--- src/rtl/spi_pace_pkg.sv ---
package spi_pace_pkg;

  typedef enum logic [2:0] {
    ST_IDLE,
    ST_SHIFT,
    ST_GAP,
    ST_WAIT_ATTN,
    ST_GUARD
  } pace_state_e;

  function automatic int unsigned umax(input int unsigned a, input int unsigned b);
    return (a > b) ? a : b;
  endfunction

endpackage

--- src/rtl/spi_pace_counter.sv ---
// Saturating up-counter with synchronous clear.
module spi_pace_counter #(
  parameter int unsigned MAX_CNT = 255,
  localparam int unsigned CW = $clog2(MAX_CNT + 1)
) (
  input  logic          clk,
  input  logic          rst_n,
  input  logic          clear,
  output logic [CW-1:0] count
);
  localparam logic [CW-1:0] TOP = CW'(MAX_CNT);

  always_ff @(posedge clk) begin
    if (!rst_n)           count <= '0;
    else if (clear)       count <= '0;
    else if (count != TOP) count <= count + 1'b1;
  end
endmodule

--- src/rtl/spi_pace_sync.sv ---
// Multi-stage synchronizer for asynchronous peripheral inputs.
module spi_pace_sync #(
  parameter int unsigned   W       = 2,
  parameter int unsigned   STAGES  = 2,
  parameter logic [W-1:0]  RST_VAL = '0
) (
  input  logic         clk,
  input  logic         rst_n,
  input  logic [W-1:0] d,
  output logic [W-1:0] q
);
  logic [STAGES-1:0][W-1:0] chain;

  always_ff @(posedge clk) begin
    if (!rst_n) chain <= {STAGES{RST_VAL}};
    else        chain <= {chain[STAGES-2:0], d};
  end

  assign q = chain[STAGES-1];
endmodule

--- src/rtl/spi_pace_shifter.sv ---
// Shifts one word out MSB first with a shaped clock that rests high.
module spi_pace_shifter #(
  parameter int unsigned LO_CYC = 2,
  parameter int unsigned HI_CYC = 2,
  parameter int unsigned BITS   = 8
) (
  input  logic            clk,
  input  logic            rst_n,
  input  logic            load,
  input  logic [BITS-1:0] din,
  output logic            sclk,
  output logic            mosi,
  output logic            done
);
  localparam int unsigned PH_MAX = spi_pace_pkg::umax(LO_CYC, HI_CYC);
  localparam int unsigned PW     = $clog2(PH_MAX + 1);
  localparam int unsigned BW     = $clog2(BITS);
  localparam logic [PW-1:0] LO_END   = PW'(LO_CYC - 1);
  localparam logic [PW-1:0] HI_END   = PW'(HI_CYC - 1);
  localparam logic [BW-1:0] LAST_BIT = BW'(BITS - 1);

  logic            active;
  logic [BITS-1:0] shreg;
  logic [BW-1:0]   bit_idx;
  logic [PW-1:0]   ph_cnt;

  always_ff @(posedge clk) begin
    if (!rst_n) begin
      active  <= 1'b0;
      shreg   <= '0;
      bit_idx <= '0;
      ph_cnt  <= '0;
      sclk    <= 1'b1;
      mosi    <= 1'b0;
      done    <= 1'b0;
    end else begin
      done <= 1'b0;
      if (load) begin
        // clock falls with the first bit already on the line
        active  <= 1'b1;
        mosi    <= din[BITS-1];
        shreg   <= din << 1;
        bit_idx <= '0;
        ph_cnt  <= '0;
        sclk    <= 1'b0;
      end else if (active) begin
        if (!sclk) begin
          if (ph_cnt == LO_END) begin
            sclk   <= 1'b1;
            ph_cnt <= '0;
          end else begin
            ph_cnt <= ph_cnt + 1'b1;
          end
        end else if (ph_cnt == HI_END) begin
          ph_cnt <= '0;
          if (bit_idx == LAST_BIT) begin
            active <= 1'b0;
            done   <= 1'b1;
          end else begin
            sclk    <= 1'b0;
            mosi    <= shreg[BITS-1];
            shreg   <= shreg << 1;
            bit_idx <= bit_idx + 1'b1;
          end
        end else begin
          ph_cnt <= ph_cnt + 1'b1;
        end
      end
    end
  end
endmodule

--- src/rtl/spi_paced_host.sv ---
module spi_paced_host
  import spi_pace_pkg::*;
#(
  parameter int unsigned CLK_MHZ    = 50,
  parameter int unsigned SCK_LO_CYC = 2 * CLK_MHZ,
  parameter int unsigned SCK_HI_CYC = 2 * CLK_MHZ,
  parameter int unsigned BYTE_CYC   = 150 * CLK_MHZ,
  parameter int unsigned GUARD_CYC  = 120 * CLK_MHZ,
  parameter int unsigned DATA_W     = 8
) (
  input  logic              clk,
  input  logic              rst_n,
  input  logic              in_valid,
  input  logic [DATA_W-1:0] in_data,
  input  logic              in_last,
  output logic              in_ready,
  output logic              spi_cs_n,
  output logic              spi_sclk,
  output logic              spi_mosi,
  input  logic              periph_attn_n,
  input  logic              spi_miso,
  output logic              busy,
  output logic              read_pending
);
  localparam int unsigned TMAX = umax(BYTE_CYC, GUARD_CYC);
  localparam int unsigned CW   = $clog2(TMAX + 1);
  localparam logic [CW-1:0] BYTE_LAST  = CW'(BYTE_CYC - 1);
  localparam logic [CW-1:0] GUARD_LAST = CW'(GUARD_CYC - 1);

  pace_state_e   state;
  logic          last_q;
  logic          cs_q;
  logic          rp_q;
  logic          load;
  logic          sh_done;
  logic          tmr_clear;
  logic [CW-1:0] tmr;
  logic          attn_s_n;
  logic          miso_s;

  spi_pace_sync #(.W(2), .STAGES(2), .RST_VAL(2'b10)) u_sync (
    .clk   (clk),
    .rst_n (rst_n),
    .d     ({periph_attn_n, spi_miso}),
    .q     ({attn_s_n, miso_s})
  );

  // One timer serves byte spacing and the guard: they never overlap.
  spi_pace_counter #(.MAX_CNT(TMAX)) u_tmr (
    .clk   (clk),
    .rst_n (rst_n),
    .clear (tmr_clear),
    .count (tmr)
  );

  spi_pace_shifter #(.LO_CYC(SCK_LO_CYC), .HI_CYC(SCK_HI_CYC), .BITS(DATA_W)) u_shift (
    .clk   (clk),
    .rst_n (rst_n),
    .load  (load),
    .din   (in_data),
    .sclk  (spi_sclk),
    .mosi  (spi_mosi),
    .done  (sh_done)
  );

  assign in_ready  = (state == ST_IDLE) || ((state == ST_GAP) && (tmr >= BYTE_LAST));
  assign load      = in_valid && in_ready;
  assign tmr_clear = load || (state == ST_WAIT_ATTN);

  always_ff @(posedge clk) begin
    if (!rst_n) begin
      state  <= ST_IDLE;
      last_q <= 1'b0;
      cs_q   <= 1'b1;
      rp_q   <= 1'b0;
    end else begin
      rp_q <= !attn_s_n && miso_s && (state == ST_IDLE);
      unique case (state)
        ST_IDLE, ST_GAP: begin
          if (load) begin
            state  <= ST_SHIFT;
            last_q <= in_last;
            cs_q   <= 1'b0;
          end
        end
        ST_SHIFT: begin
          if (sh_done) begin
            if (last_q) begin
              state <= ST_WAIT_ATTN;
              cs_q  <= 1'b1;
            end else begin
              state <= ST_GAP;
            end
          end
        end
        ST_WAIT_ATTN: if (attn_s_n) state <= ST_GUARD;
        ST_GUARD:     if (tmr >= GUARD_LAST) state <= ST_IDLE;
        default:      state <= ST_IDLE;
      endcase
    end
  end

  assign spi_cs_n     = cs_q;
  assign busy         = (state != ST_IDLE);
  assign read_pending = rp_q;
endmodule

--- config.mk ---
export PLATFORM = sky130hd
export DESIGN_NAME = spi_paced_host
export DESIGN_NICKNAME = d
export VERILOG_FILES = /design/src/rtl/spi_pace_pkg.sv /design/src/rtl/spi_pace_counter.sv /design/src/rtl/spi_pace_sync.sv /design/src/rtl/spi_pace_shifter.sv /design/src/rtl/spi_paced_host.sv
export SDC_FILE = /design/constraint.sdc
export NUM_CORES = 1
export LEC_CHECK = 0
export ABC_AREA = 1
export BUFFER_PORTS_ARGS = -buffer_cell sky130_fd_sc_hd__buf_4
export CAP_MARGIN = 20
export CORE_MARGIN = 8
export CORE_UTILIZATION = 56
export CTS_BUF_LIST = sky130_fd_sc_hd__clkbuf_16
export DETAILED_ROUTE_END_ITERATION = 6
export PLACE_DENSITY = 0.76
export REMOVE_ABC_BUFFERS = 1
export SYNTH_ARGS = -nofsm -noshare
export SYNTH_HDL_FRONTEND = slang
export SYNTH_SLANG_ARGS = --single-unit
--- constraint.sdc ---
create_clock -name clk -period 2.3 [get_ports clk]
set_input_delay 0.345 -clock clk [delete_from_list [all_inputs] [get_ports clk]]
set_output_delay 0.345 -clock clk [all_outputs]
set_load 0.03 [all_outputs]
==> flow_metrics.tcl <==
set metrics [dict create \
    vias_per_cell 5.04 \
    fp.dieW_microns 77.8 \
    wl_microns 4200 \
    dieHeight_microns 77.8 \
    final_layout_size_suffix_gt1_share_pct 13.0 \
    fin_crit_ns 2.00 \
    pre_cts_ws_ns 0.468 \
    crit_family "flip-flops" \
    dr.first_iter.drc_count 136 \
    yosysMostFrequentCell "nand2_1" \
    place_inst 364 \
    crit_buf_inv 2 \
    tritoncts "done" \
    async_flop_share_pct 0 \
    final_util_pct 67.2 \
    first_pass_iters 4 \
    io_buffer_count 19 \
    yosysTopAreaCell "dfxtp_1" \
    synthDistinctLibCells 28 \
    wire_per_inst_microns 11.3 \
    cpMaxStageDelayCell "dfxtp_1" \
    syn_inst 301 \
    tns_ns 0 \
    insertion_delay_ns 0.28 \
    drv_cap 0 \
    yosys_warnings 0 \
    dieArea_sq_um 6060 \
    vdd_drop_max_uv 717 \
    worst-path-max-fanout 5 \
    tightest_slew_ns 0.397 \
    coreArea_sq_um 3660 \
    drv_slew 0 \
    ys.flop_type "dfxtp_1" \
    status "finished, final reports clean" \
    clk_pin_slew_worst_paths_ns 0.06 \
    ys_seq_area_share_pct 41.1 \
    setup_viol 0 \
    antenna_found_initial 0 \
    syn-mean-instance-area_sq_um 7.11 \
    crit_arrival_ns 1.66 \
    dp_hpwl_microns 3080 \
    max-clock-path-buffers 2 \
    worst_slack_ns 0.297 \
    cp-start-kind "flop" \
    root_buffer "clkbuf_16" \
    path_common_cell "nor2_1" \
    dr_total_vias 1875 \
    p_total_w 0.00217 \
    diodes 0 \
    min_period_over_period_pct 87.1 \
    synth-seq-cells 44 \
    grt_usage_pct 14.6 \
    hold_violations 0 \
    slew_headroom_pct 73.2 \
    postRouteAntennaNets 0 \
    critPathRequiredTime_ns 1.96 \
    initial_core_util_pct 58.5 \
    row_count 22 \
    cts-buffers-inserted 5 \
    critical_path_class "flop to primary output" \
    synthTopCellsByCount "73 x nand2_1, 44 x dfxtp_1, 36 x nor2_1" \
    finalClockSkew_ns 0.00470 \
    cp_cell_sequence "ha_1 -> inv_1 -> nor2_1 -> nand2_1 -> nor2_1 -> nor2_1 -> a21oi_1 -> buf_4" \
    postCtsHoldBufs 0 \
    leakage_nw 0.989 \
    clkSinkCount 44 \
    ios 20 \
    area_delta_synth_final_pct 14.8 \
    synth_edf_count 0 \
    stdcell_count 372 \
    synthTopCellsByArea "dfxtp_1 41%, nand2_1 13%, nor2_1 6.3%, inv_1 6.1%, a21oi_1 5.1%" \
    grt_pass1_wl_microns 7500 \
    grt_max_degree 18 \
    h-tree-depth 2 \
    syn_area_sq_um 2140 \
    grt_setup_unrepaired "no" \
    holdCritPathClass "input port to flop" \
    fmax_mhz 499 \
    grt_pass1_vias 1803 \
    nets 342 \
    setup.worst_path.end_class "primary output" \
    post_cts.repair.setup_buffers 0 \
    synth_top_cell_area_share_pct 41.1 \
    place.gp.congestion 0.794 \
    cts_resized 0 \
    grt.overflow.total 0 \
    power_density_nw_per_um2 882 \
    cp_slowest_stage_delay_ns 0.38 \
    drc 0 \
]
[worst reg2reg max path: cells and delay by family (launching register included)]
kind | cells | cell delay [ns]
AOI/OAI and AO/OA | 1 | 0.05
adders and majority gates | 1 | 0.26
buffers and inverters | 2 | 0.30
DFF | 1 | 0.38
and+or+nand+nor | 9 | 0.75
[where the power goes]
group | switching [W] | internal (W)
registers | 0.0000671 | 0.000862
logic | 0.000346 | 0.000200
clock network | 0.000295 | 0.000398
total | 0.000708 | 0.00146
[routing by layer]
layer / wire length [microns] / GRT usage (%) / vias up
li1: - / - / 1014
met1: 2070 / 17.8 / 827
met4: 65 / 5.66 / 0
met2: 1960 / 24.1 / 26
met3: 103 / 3.23 / 8
met5: 0 / 0 / -
[cell type report]
cell class	count	area [sq um]
timing repair buffer	22	165
clock buffer	5	125
multi-input combinational	212	1070
clock inverter	3	18.8
fill	328	1200
sequential	44	881
inverter	38	143
tap	48	60.1
[final timing paths]
kind	startpoint	end	slack (ns)	depth (start not counted)
setup / recovery	u_tmr.count[1]	in_ready	0.30	8
hold / removal	periph_attn_n	u_sync.chain[1]	0.24	2
setup reg to reg	u_tmr.count[1]	state[0]	0.43	13
hold reg to reg	u_sync.chain[0]	u_sync.q[0]	0.41	2
[cell families (layout without fill, tap and decap cells)]
kind of cell / after synthesis / count (layout) / share of synthesized area (%)
AO/OA/AOI/OAI: 47 / 47 / 12.2
XOR/XNOR: 8 / 8 / 3.27
adder cells (fa/ha/maj): 5 / 5 / 2.92
buffers and inverters: 45 / 68 / 9.06
flip-flops: 44 / 44 / 41.1
AND/OR/NAND/NOR: 152 / 152 / 31.4
[per-stage QoR]
step	hold slack (ns)	instance area (sq um)
5_1_grt	0.247	2460
6_report	0.243	2460
3_3_place_gp	0.394	2310
4_1_cts	0.241	2460
3_5_place_dp	0.401	2310
2_1_floorplan	0.390	2090
[sequential cells by signal (all words and copies together) (netlist names), 2 cells and up]
register and count:
state 3, u_shift.bit_idx 3, u_shift.ph_cnt 7, u_shift.shreg 7, u_sync.chain 2, u_sync.q 2
u_tmr.count 13
[cells in the final DEF (no fill, tap or decap), types with 2 or more instances in the layout]
cell type / n
o21ai_0: 14
dfxtp_1: 44
nand3b_1: 3
nand3_1: 9
nand3_2: 2
inv_2: 2
a21oi_1: 22
o21a_1: 5
clkinvlp_4: 2
nand2_2: 4
buf_4: 22
nor2_1: 36
or2_2: 4
ha_1: 5
nor3b_1: 2
nor3_1: 9
nand4_1: 7
clkbuf_16: 5
nand2_1: 73
inv_1: 35
a31oi_1: 5
xor2_1: 7
clkinv_1: 2
(Power assumes the default switching activity.)
